===== config.mk =====
export PLATFORM = sky130hd
export DESIGN_NAME = line_merge_buf
export DESIGN_NICKNAME = d
export VERILOG_FILES = /design/src/rtl/line_merge_buf.sv
export SDC_FILE = /design/constraint.sdc
export NUM_CORES = 1
export LEC_CHECK = 0
export BUFFER_PORTS_ARGS = -buffer_cell sky130_fd_sc_hd__buf_4
export CORE_AREA = 2 2 485 487
export CTS_CLUSTER_DIAMETER = 150
export DETAILED_ROUTE_END_ITERATION = 7
export DIE_AREA = 0 0 487 489
export SETUP_SLACK_MARGIN = 0.1
export SLEW_MARGIN = 10
export SYNTH_ARGS = -nofsm -noshare
export SYNTH_HDL_FRONTEND = slang
export SYNTH_SLANG_ARGS = --single-unit
export TNS_END_PERCENT = 100

===== constraint.sdc =====
create_clock -name clk -period 3 [get_ports clk]
set_clock_uncertainty 0.15 [all_clocks]
set_input_delay 0 -clock clk [delete_from_list [all_inputs] [get_ports clk]]
set_output_delay 0 -clock clk [all_outputs]
set_load 0.01 [all_outputs]

===== src/rtl/line_merge_buf.sv =====
module line_merge_buf #(
  parameter int ADDR_W = 32,
  parameter int WORDS  = 16
) (
  input  logic                           clk,
  input  logic                           rst_n,
  input  logic                           cmd_valid,
  output logic                           cmd_ready,
  input  logic [ADDR_W-1:0]              cmd_addr,
  input  logic [31:0]                    cmd_data,
  input  logic [3:0]                     cmd_be,
  input  logic                           cmd_eop,
  output logic                           rd_req,
  output logic [ADDR_W-1:0]              rd_addr,
  input  logic                           rd_valid,
  input  logic [WORDS*32-1:0]            rd_data,
  output logic                           wr_valid,
  input  logic                           wr_ready,
  output logic [ADDR_W-1:0]              wr_addr,
  output logic [WORDS*32-1:0]            wr_data,
  output logic [WORDS*4-1:0]             wr_be,
  output logic [$clog2(WORDS):0]         wr_count,
  output logic                           err_line
);
  localparam int BYTES = 4;
  localparam int DW    = 8 * BYTES;
  localparam int IDX_W = $clog2(WORDS);
  localparam int OFF_W = IDX_W + $clog2(BYTES);

  typedef enum logic [1:0] {S_IDLE, S_COLLECT, S_READ, S_COMMIT} st_t;

  st_t               st;
  logic [DW-1:0]     buf_q [WORDS];
  logic [BYTES-1:0]  be_q  [WORDS];
  logic [ADDR_W-1:0] line_q;
  logic [IDX_W:0]    cnt_q;
  logic              err_q;

  wire [IDX_W-1:0]  idx      = cmd_addr[OFF_W-1:OFF_W-IDX_W];
  wire [ADDR_W-1:0] cmd_line = {cmd_addr[ADDR_W-1:OFF_W], OFF_W'(0)};
  wire              acc      = cmd_valid && cmd_ready;

  assign cmd_ready = (st == S_IDLE) || (st == S_COLLECT);
  assign rd_req    = (st == S_READ);
  assign rd_addr   = line_q;
  assign wr_valid  = (st == S_COMMIT);
  assign wr_addr   = line_q;
  assign wr_count  = cnt_q;
  assign err_line  = err_q;

  function automatic logic [DW-1:0] mask_of(input logic [BYTES-1:0] be);
    for (int b = 0; b < BYTES; b++) mask_of[8*b +: 8] = {8{be[b]}};
  endfunction

  for (genvar g = 0; g < WORDS; g++) begin : g_out
    assign wr_data[g*DW +: DW]      = buf_q[g];
    assign wr_be[g*BYTES +: BYTES]  = be_q[g];
  end

  always_ff @(posedge clk or negedge rst_n) begin
    if (!rst_n) begin
      st     <= S_IDLE;
      line_q <= '0;
      cnt_q  <= '0;
      err_q  <= 1'b0;
      for (int w = 0; w < WORDS; w++) begin
        buf_q[w] <= '0;
        be_q[w]  <= '0;
      end
    end else begin
      err_q <= 1'b0;
      case (st)
        S_IDLE: if (acc) begin
          line_q <= cmd_line;
          cnt_q  <= 1;
          for (int w = 0; w < WORDS; w++)
            be_q[w] <= (IDX_W'(w) == idx) ? cmd_be : '0;
          buf_q[idx] <= cmd_data;
          st <= cmd_eop ? S_READ : S_COLLECT;
        end
        S_COLLECT: if (acc) begin
          if (cmd_line == line_q) begin
            buf_q[idx] <= cmd_data;
            be_q[idx]  <= cmd_be;
            cnt_q      <= cnt_q + 1'b1;
          end else begin
            err_q <= 1'b1;
          end
          if (cmd_eop) st <= S_READ;
        end
        S_READ: if (rd_valid) begin
          for (int w = 0; w < WORDS; w++)
            buf_q[w] <= (buf_q[w] & mask_of(be_q[w])) |
                        (rd_data[w*DW +: DW] & ~mask_of(be_q[w]));
          st <= S_COMMIT;
        end
        S_COMMIT: if (wr_ready) st <= S_IDLE;
        default: st <= S_IDLE;
      endcase
    end
  end

  AST_EOP_FETCH: assert property (@(posedge clk) disable iff (!rst_n)
    acc && cmd_eop |=> rd_req && rd_addr == $past(line_q == '0 && st == S_IDLE ? cmd_line : (st == S_IDLE ? cmd_line : line_q)));
  AST_BUSY_STALL: assert property (@(posedge clk) disable iff (!rst_n)
    (rd_req || wr_valid) |-> !cmd_ready);
  AST_FETCH_WAIT: assert property (@(posedge clk) disable iff (!rst_n)
    rd_req && !rd_valid |=> rd_req);
  AST_COMMIT_HOLD: assert property (@(posedge clk) disable iff (!rst_n)
    wr_valid && !wr_ready |=> wr_valid && $stable(wr_data) && $stable(wr_be) && $stable(wr_addr));
  AST_DROP_PULSE: assert property (@(posedge clk) disable iff (!rst_n)
    acc && st == S_COLLECT && cmd_line != line_q |=> err_line && $stable(wr_count) && $stable(wr_be));
  AST_ERR_SINGLE: assert property (@(posedge clk) disable iff (!rst_n)
    err_line |=> !err_line || $past(acc && st == S_COLLECT && cmd_line != line_q));
endmodule


Word level (Yosys, flattened, before mapping). Index checks and enable logic that the tools add are counted.

Latch bits: 0. Output and inout port bits: 649. Bits in writable memories: 0. Input bits: 586. Bits in read-only memories: 0. Logic and storage cells: 185. Flip-flop bits (word level): 610. Memories: 0.

Add/sub/neg operators: 1. Equal/unequal tests: 25. Bitwise logic cells: 65. Shift-type cells: 0. Mux-type cells: 45. $lt $le $gt $ge: 2. Multiply operators: 0. Reductions and logical operators: 11. Divide/modulo/power cells: 0.

Operator list (count): $mux W512 (4); $pmux W512 S3 (1); $and A32 B32 Y32 (32); $bwmux W512 (1); $not A32 Y32 (16); $or A32 B32 Y32 (16); $mux W64 (3); $demux W32 S4 (1); $pmux W64 S2 (1); $mux W4 (17); $bwmux W64 (1); $eq A4 B4 Y1 const A (8); $mux W32 (1); $eq A26 B26 Y1 (1); $demux W4 S4 (1); $eq A3 B4 Y1 const A (4); $mux W5 (3); $mux W2 (6); $pmux W5 S2 (1); $reduce_and A5 Y1 (2); $eq A2 B4 Y1 const A (2); $pmux W2 S4 (1); $ne A2 B1 Y1 const B (3); $ne A2 B2 Y1 const B (3); 16 further kinds (20).

Logic depth before layout (Yosys ltp).
Depth in word-level cells: 9. Gate-level depth with buffers: 11. Depth with buffers taken out: 9.

Least setup slack after synthesis. No wires, ideal clock.

Path kind: register to register. Start point: reg st[0]. End point: reg with a tool-made name. Data required time: 2771 ps. Clock period less this slack: 2502 ps. Setup time: 79 ps. Arrival time: 2272 ps. Path slack: 498 ps. Stages on the path, launching flop included: 12. Buffers on the path: 4. Cell sequence: dfrtp_1 inv_1 ha_1 buf_2 buf_4 clkbuf_1 nor2_1 nor2_2 buf_2 nand2_1 nor2_2 a2bb2oi_1.

RTL lines: start: declaration (line 32) `st_t st;`; start signal: assignment (line 79) `st <= cmd_eop ? S_READ : S_COLLECT;`.

==> metrics.txt <==
# TYPE chip_impl_metric gauge
chip_impl_info{name="outcome",value="completed"} 1
chip_impl_metric{name="timing.reg2reg.worst_path_depth",unit=""} 8
chip_impl_metric{name="ys.warnings.count",unit=""} 0
chip_impl_metric{name="cp_data_arrival_time",unit="ns"} 3.32
chip_impl_metric{name="totalNegativeSetupSlack",unit="ns"} 0
chip_impl_metric{name="synth_largest_type_area_fraction",unit="%"} 54.5
chip_impl_metric{name="total_power",unit="mW"} 62.7
chip_impl_metric{name="hold_viol_final",unit=""} 0
chip_impl_metric{name="synthAdderAreaFrac",unit="%"} 0.224
chip_impl_info{name="cpLargestDelayFamily",value="buffers and inverters"} 1
chip_impl_metric{name="drc",unit=""} 0
chip_impl_info{name="synth.top_cells.by_count",value="dfrtp_1, o22ai_1, a2bb2oi_1, clkbuf_1, nand2_1"} 1
chip_impl_metric{name="cts_num_sinks",unit=""} 610
chip_impl_metric{name="die_height",unit="um"} 489
chip_impl_metric{name="areaGrowthSynthToFinish",unit="%"} 100
chip_impl_metric{name="syn-cell-area",unit="um2"} 28000
chip_impl_metric{name="drt-vias-per-instance",unit=""} 4.46
chip_impl_metric{name="fin_crit_sh",unit="%"} 95.8
chip_impl_metric{name="input_output_buffers",unit=""} 1220
chip_impl_metric{name="syn-mean-instance-area",unit="um2"} 11.0
chip_impl_metric{name="core_area",unit="um2"} 234000
chip_impl_info{name="highest_layer",value="met5"} 1
chip_impl_metric{name="synth_xor_area_share",unit="%"} 0.814
chip_impl_metric{name="slew_viol_final",unit=""} 0
chip_impl_info{name="critPathKind",value="reg2reg"} 1
chip_impl_info{name="rsz0062_at_grt",value="false"} 1
chip_impl_info{name="startpoint_type",value="register"} 1
chip_impl_metric{name="first_global_vias",unit=""} 36200
chip_impl_metric{name="power.static_leakage",unit="nW"} 24.3
chip_impl_metric{name="synth-simple-area-share",unit="%"} 6.64
chip_impl_metric{name="power_per_cell_area",unit="nW/um2"} 1120
chip_impl_metric{name="worst-path-buf-inv",unit=""} 4
chip_impl_metric{name="dp_hpwl",unit="mm"} 216
chip_impl_info{name="dominantRegCellSynth",value="dfrtp_1"} 1
chip_impl_metric{name="sequential_share_of_the_synthesized_area",unit="%"} 54.5
chip_impl_metric{name="metal_1_wl",unit="mm"} 95.0
chip_impl_metric{name="ys_types",unit=""} 32
chip_impl_metric{name="max-slew-margin-rel",unit="%"} 29.6
chip_impl_metric{name="number_of_antenna_violations_at_the_first_check_in_global_routing",unit=""} 99
chip_impl_metric{name="dieArea",unit="um2"} 238000
chip_impl_metric{name="io-pin-count",unit=""} 1235
chip_impl_metric{name="fmaxAchievable",unit="MHz"} 348
chip_impl_metric{name="synth_enable_flop_cells",unit=""} 0
chip_impl_metric{name="floorplan.die.width",unit="um"} 487
chip_impl_metric{name="fillers",unit=""} 24600
chip_impl_metric{name="maximum_number_of_pins_on_one_net_before_global_route_repair",unit=""} 85
chip_impl_info{name="largest_family_of_logic_cells_by_synthesized_area",value="compound AO/OA/AOI/OAI gates"} 1
chip_impl_info{name="critPathSlowestCell",value="dlygate4sd3_1"} 1
chip_impl_metric{name="drtIter0Drc",unit=""} 3238
chip_impl_metric{name="share_of_the_synthesized_area_in_compound_gates_ao_oa_aoi_oai",unit="%"} 28.9
chip_impl_metric{name="floorplan.rows",unit=""} 178
chip_impl_metric{name="synth.ff_latch_count",unit=""} 610
chip_impl_metric{name="drt-total-wl",unit="mm"} 275
chip_impl_metric{name="period_minus_ws_final",unit="ns"} 2.87
chip_impl_metric{name="wire_length_of_the_first_global_routing_pass",unit="mm"} 348
chip_impl_info{name="clk_root_buffer_cell",value="clkbuf_16"} 1
chip_impl_metric{name="synth_async_reset_ratio",unit="%"} 100
chip_impl_metric{name="crit_path_max_incr_delay",unit="ns"} 0.60
chip_impl_metric{name="route.met2.wl",unit="mm"} 119
chip_impl_metric{name="globalRoute.totalOverflow",unit=""} 0
chip_impl_metric{name="clock_slew_at_the_register_clock_pins_of_the_worst_setup_and_hold_paths",unit="ns"} 0.06
chip_impl_info{name="hp-class",value="in2reg"} 1
chip_impl_info{name="synth.most_common_cell",value="dfrtp_1"} 1
chip_impl_metric{name="place_congestion",unit=""} 0.961
chip_impl_info{name="setup.worst_path.end_class",value="register"} 1
chip_impl_metric{name="critical_path_peak_fanout",unit=""} 32
chip_impl_metric{name="regToRegSetupSlack",unit="ns"} 0.13
chip_impl_metric{name="total_nets_final",unit=""} 5417
chip_impl_metric{name="post_synth_inst_count",unit=""} 2544
chip_impl_metric{name="ant_nets_after_route",unit=""} 0
chip_impl_metric{name="num_vias",unit=""} 35800
chip_impl_metric{name="initial_core_util",unit="%"} 12.0
chip_impl_metric{name="track_usage",unit="%"} 22.0
chip_impl_metric{name="setup_viol_count_final",unit=""} 0
chip_impl_metric{name="worstHoldPathCells",unit=""} 4
chip_impl_metric{name="clockBufferDepth",unit=""} 3
chip_impl_metric{name="cts_inserted_buffers",unit=""} 79
chip_impl_metric{name="wl_per_cell",unit="um"} 34.3
chip_impl_info{name="rr_startpoint",value="st[0]$_DFFE_PN0P_"} 1
chip_impl_metric{name="firstDrtPassIters",unit=""} 5
chip_impl_info{name="yosys-top-cells-area",value="dfrtp_1, a2bb2oi_1, o22ai_1, mux2i_1, clkbuf_1"} 1
chip_impl_info{name="synth.largest_area_cell",value="dfrtp_1"} 1
chip_impl_metric{name="power.ir.vdd_worst",unit="V"} 0.000658
chip_impl_metric{name="max_slew.worst_pin.slew",unit="ns"} 1.06
chip_impl_metric{name="detailroute.wirelength.met3",unit="mm"} 42.5
chip_impl_metric{name="utilization",unit="%"} 24.0
chip_impl_metric{name="number_of_violations_of_the_max_capacitance_limit",unit=""} 0
chip_impl_info{name="launch_point_of_the_worst_hold_path",value="cmd_data[17]"} 1
chip_impl_metric{name="worst_ep_required_time",unit="ns"} 3.44
chip_impl_metric{name="share_of_final_layout_standard_cells_stronger_than_drive_strength_1",unit="%"} 35.5
chip_impl_info{name="cts_tree",value="yes"} 1
chip_impl_metric{name="yosys-mux-area-fraction",unit="%"} 3.44
chip_impl_metric{name="cts_max_level",unit=""} 3
chip_impl_info{name="cells_along_the_critical_path",value="inv_1 > ha_4 > buf_16 > or2_2 > buf_12 > o22ai_1 > dlygate4sd3_1 > a2bb2oi_1"} 1
chip_impl_metric{name="clock_latency",unit="ns"} 0.72
worst min-delay path: cells and delay by family:
kind	cells	cell delay, ns
AND/OR/NAND/NOR	1	0.39
AO/OA/AOI/OAI	2	0.32
buffers and inverters	1	0.08
timing repair:
item	CTS	global route
cloned	0	1
buffers inserted	1	5
endpoints found under the hold margin	1218	15
endpoints found under the setup margin	316	189
pin swaps	1	1
resized for setup	6	25
hold buffers	1083	4
where the power goes:
group          internal, mW  switching, mW
logic                  15.1           21.7
registers              12.1           3.31
clock network          6.16           4.34
placed cells by master (no fill, tap or decap), types with 16 or more instances in the layout:
cell type | synthesis | routed
nor2_2 | 61 | 57
dlygate4sd3_1 | 0 | 1086
mux2i_1 | 67 | 67
buf_12 | 0 | 51
nand2_1 | 145 | 136
nand2b_1 | 66 | 57
a2bb2oi_1 | 512 | 512
mux2_2 | 26 | 26
diode_2 | 0 | 75
clkbuf_16 | 0 | 81
or2_2 | 44 | 43
xnor2_1 | 26 | 25
o21ai_0 | 68 | 68
nor2_1 | 16 | 16
buf_4 | 39 | 1374
o22ai_1 | 513 | 512
dfrtp_1 | 610 | 610
cell families (layout without fill, tap and decap cells):
group | after synthesis | in the layout
buf+inv | 349 | 2681
flops | 610 | 610
mux | 93 | 93
compound gates | 1099 | 1099
other cells | 1 | 87
fa+ha+maj | 5 | 5
simple gates | 361 | 361
xor+xnor | 26 | 26
layer usage:
layer / vias up / GRT usage, %
li1: 14400 / -
met1: 17700 / 23.3
met2: 2916 / 33.9
met3: 757 / 13.0
met4: 12 / 12.6
met5: - / 0.201
stage by stage:
stage	hold slack, ns	std cells	setup WS (ns)	cell area (um2)
2_1_floorplan	-0.446	2555	0.498	28000
3_3_place_gp	-0.112	6711	0.0110	41900
3_5_place_dp	-0.108	6711	0.0279	41900
4_1_cts	0.000705	7937	0.117	55600
5_1_grt	0.00414	8000	0.0867	55900
6_report	0.0111	8022	0.126	56000
how the worst max path moves through the flow:
stage	start	end	slack, ns	cells past startpoint
after floorplan	st[0]$_DFFE_PN0P_	register	0.50	11
after global placement	rd_addr[18]$_DFFE_PN0P_	register	0.01	9
after detailed placement	rd_addr[18]$_DFFE_PN0P_	register	0.03	9
after CTS	st[0]$_DFFE_PN0P_	register	0.12	8
after global routing	st[0]$_DFFE_PN0P_	register	0.09	10
final	st[0]$_DFFE_PN0P_	register	0.13	8
cell type report:
| type | instances | area [um2] | share of cell area (%) |
|---|---|---|---|
| multi-input cells | 1596 | 11400 | 20.4 |
| well taps | 3060 | 3830 | 6.84 |
| inverters | 12 | 45.0 | 0.0804 |
| flip-flops and latches | 610 | 15300 | 27.3 |
| clock inverters | 36 | 581 | 1.04 |
| clock buffers | 106 | 2230 | 3.98 |
| diodes | 75 | 188 | 0.335 |
| repair buffers | 2527 | 22500 | 40.1 |
Power figures use the tool's default switching activity.
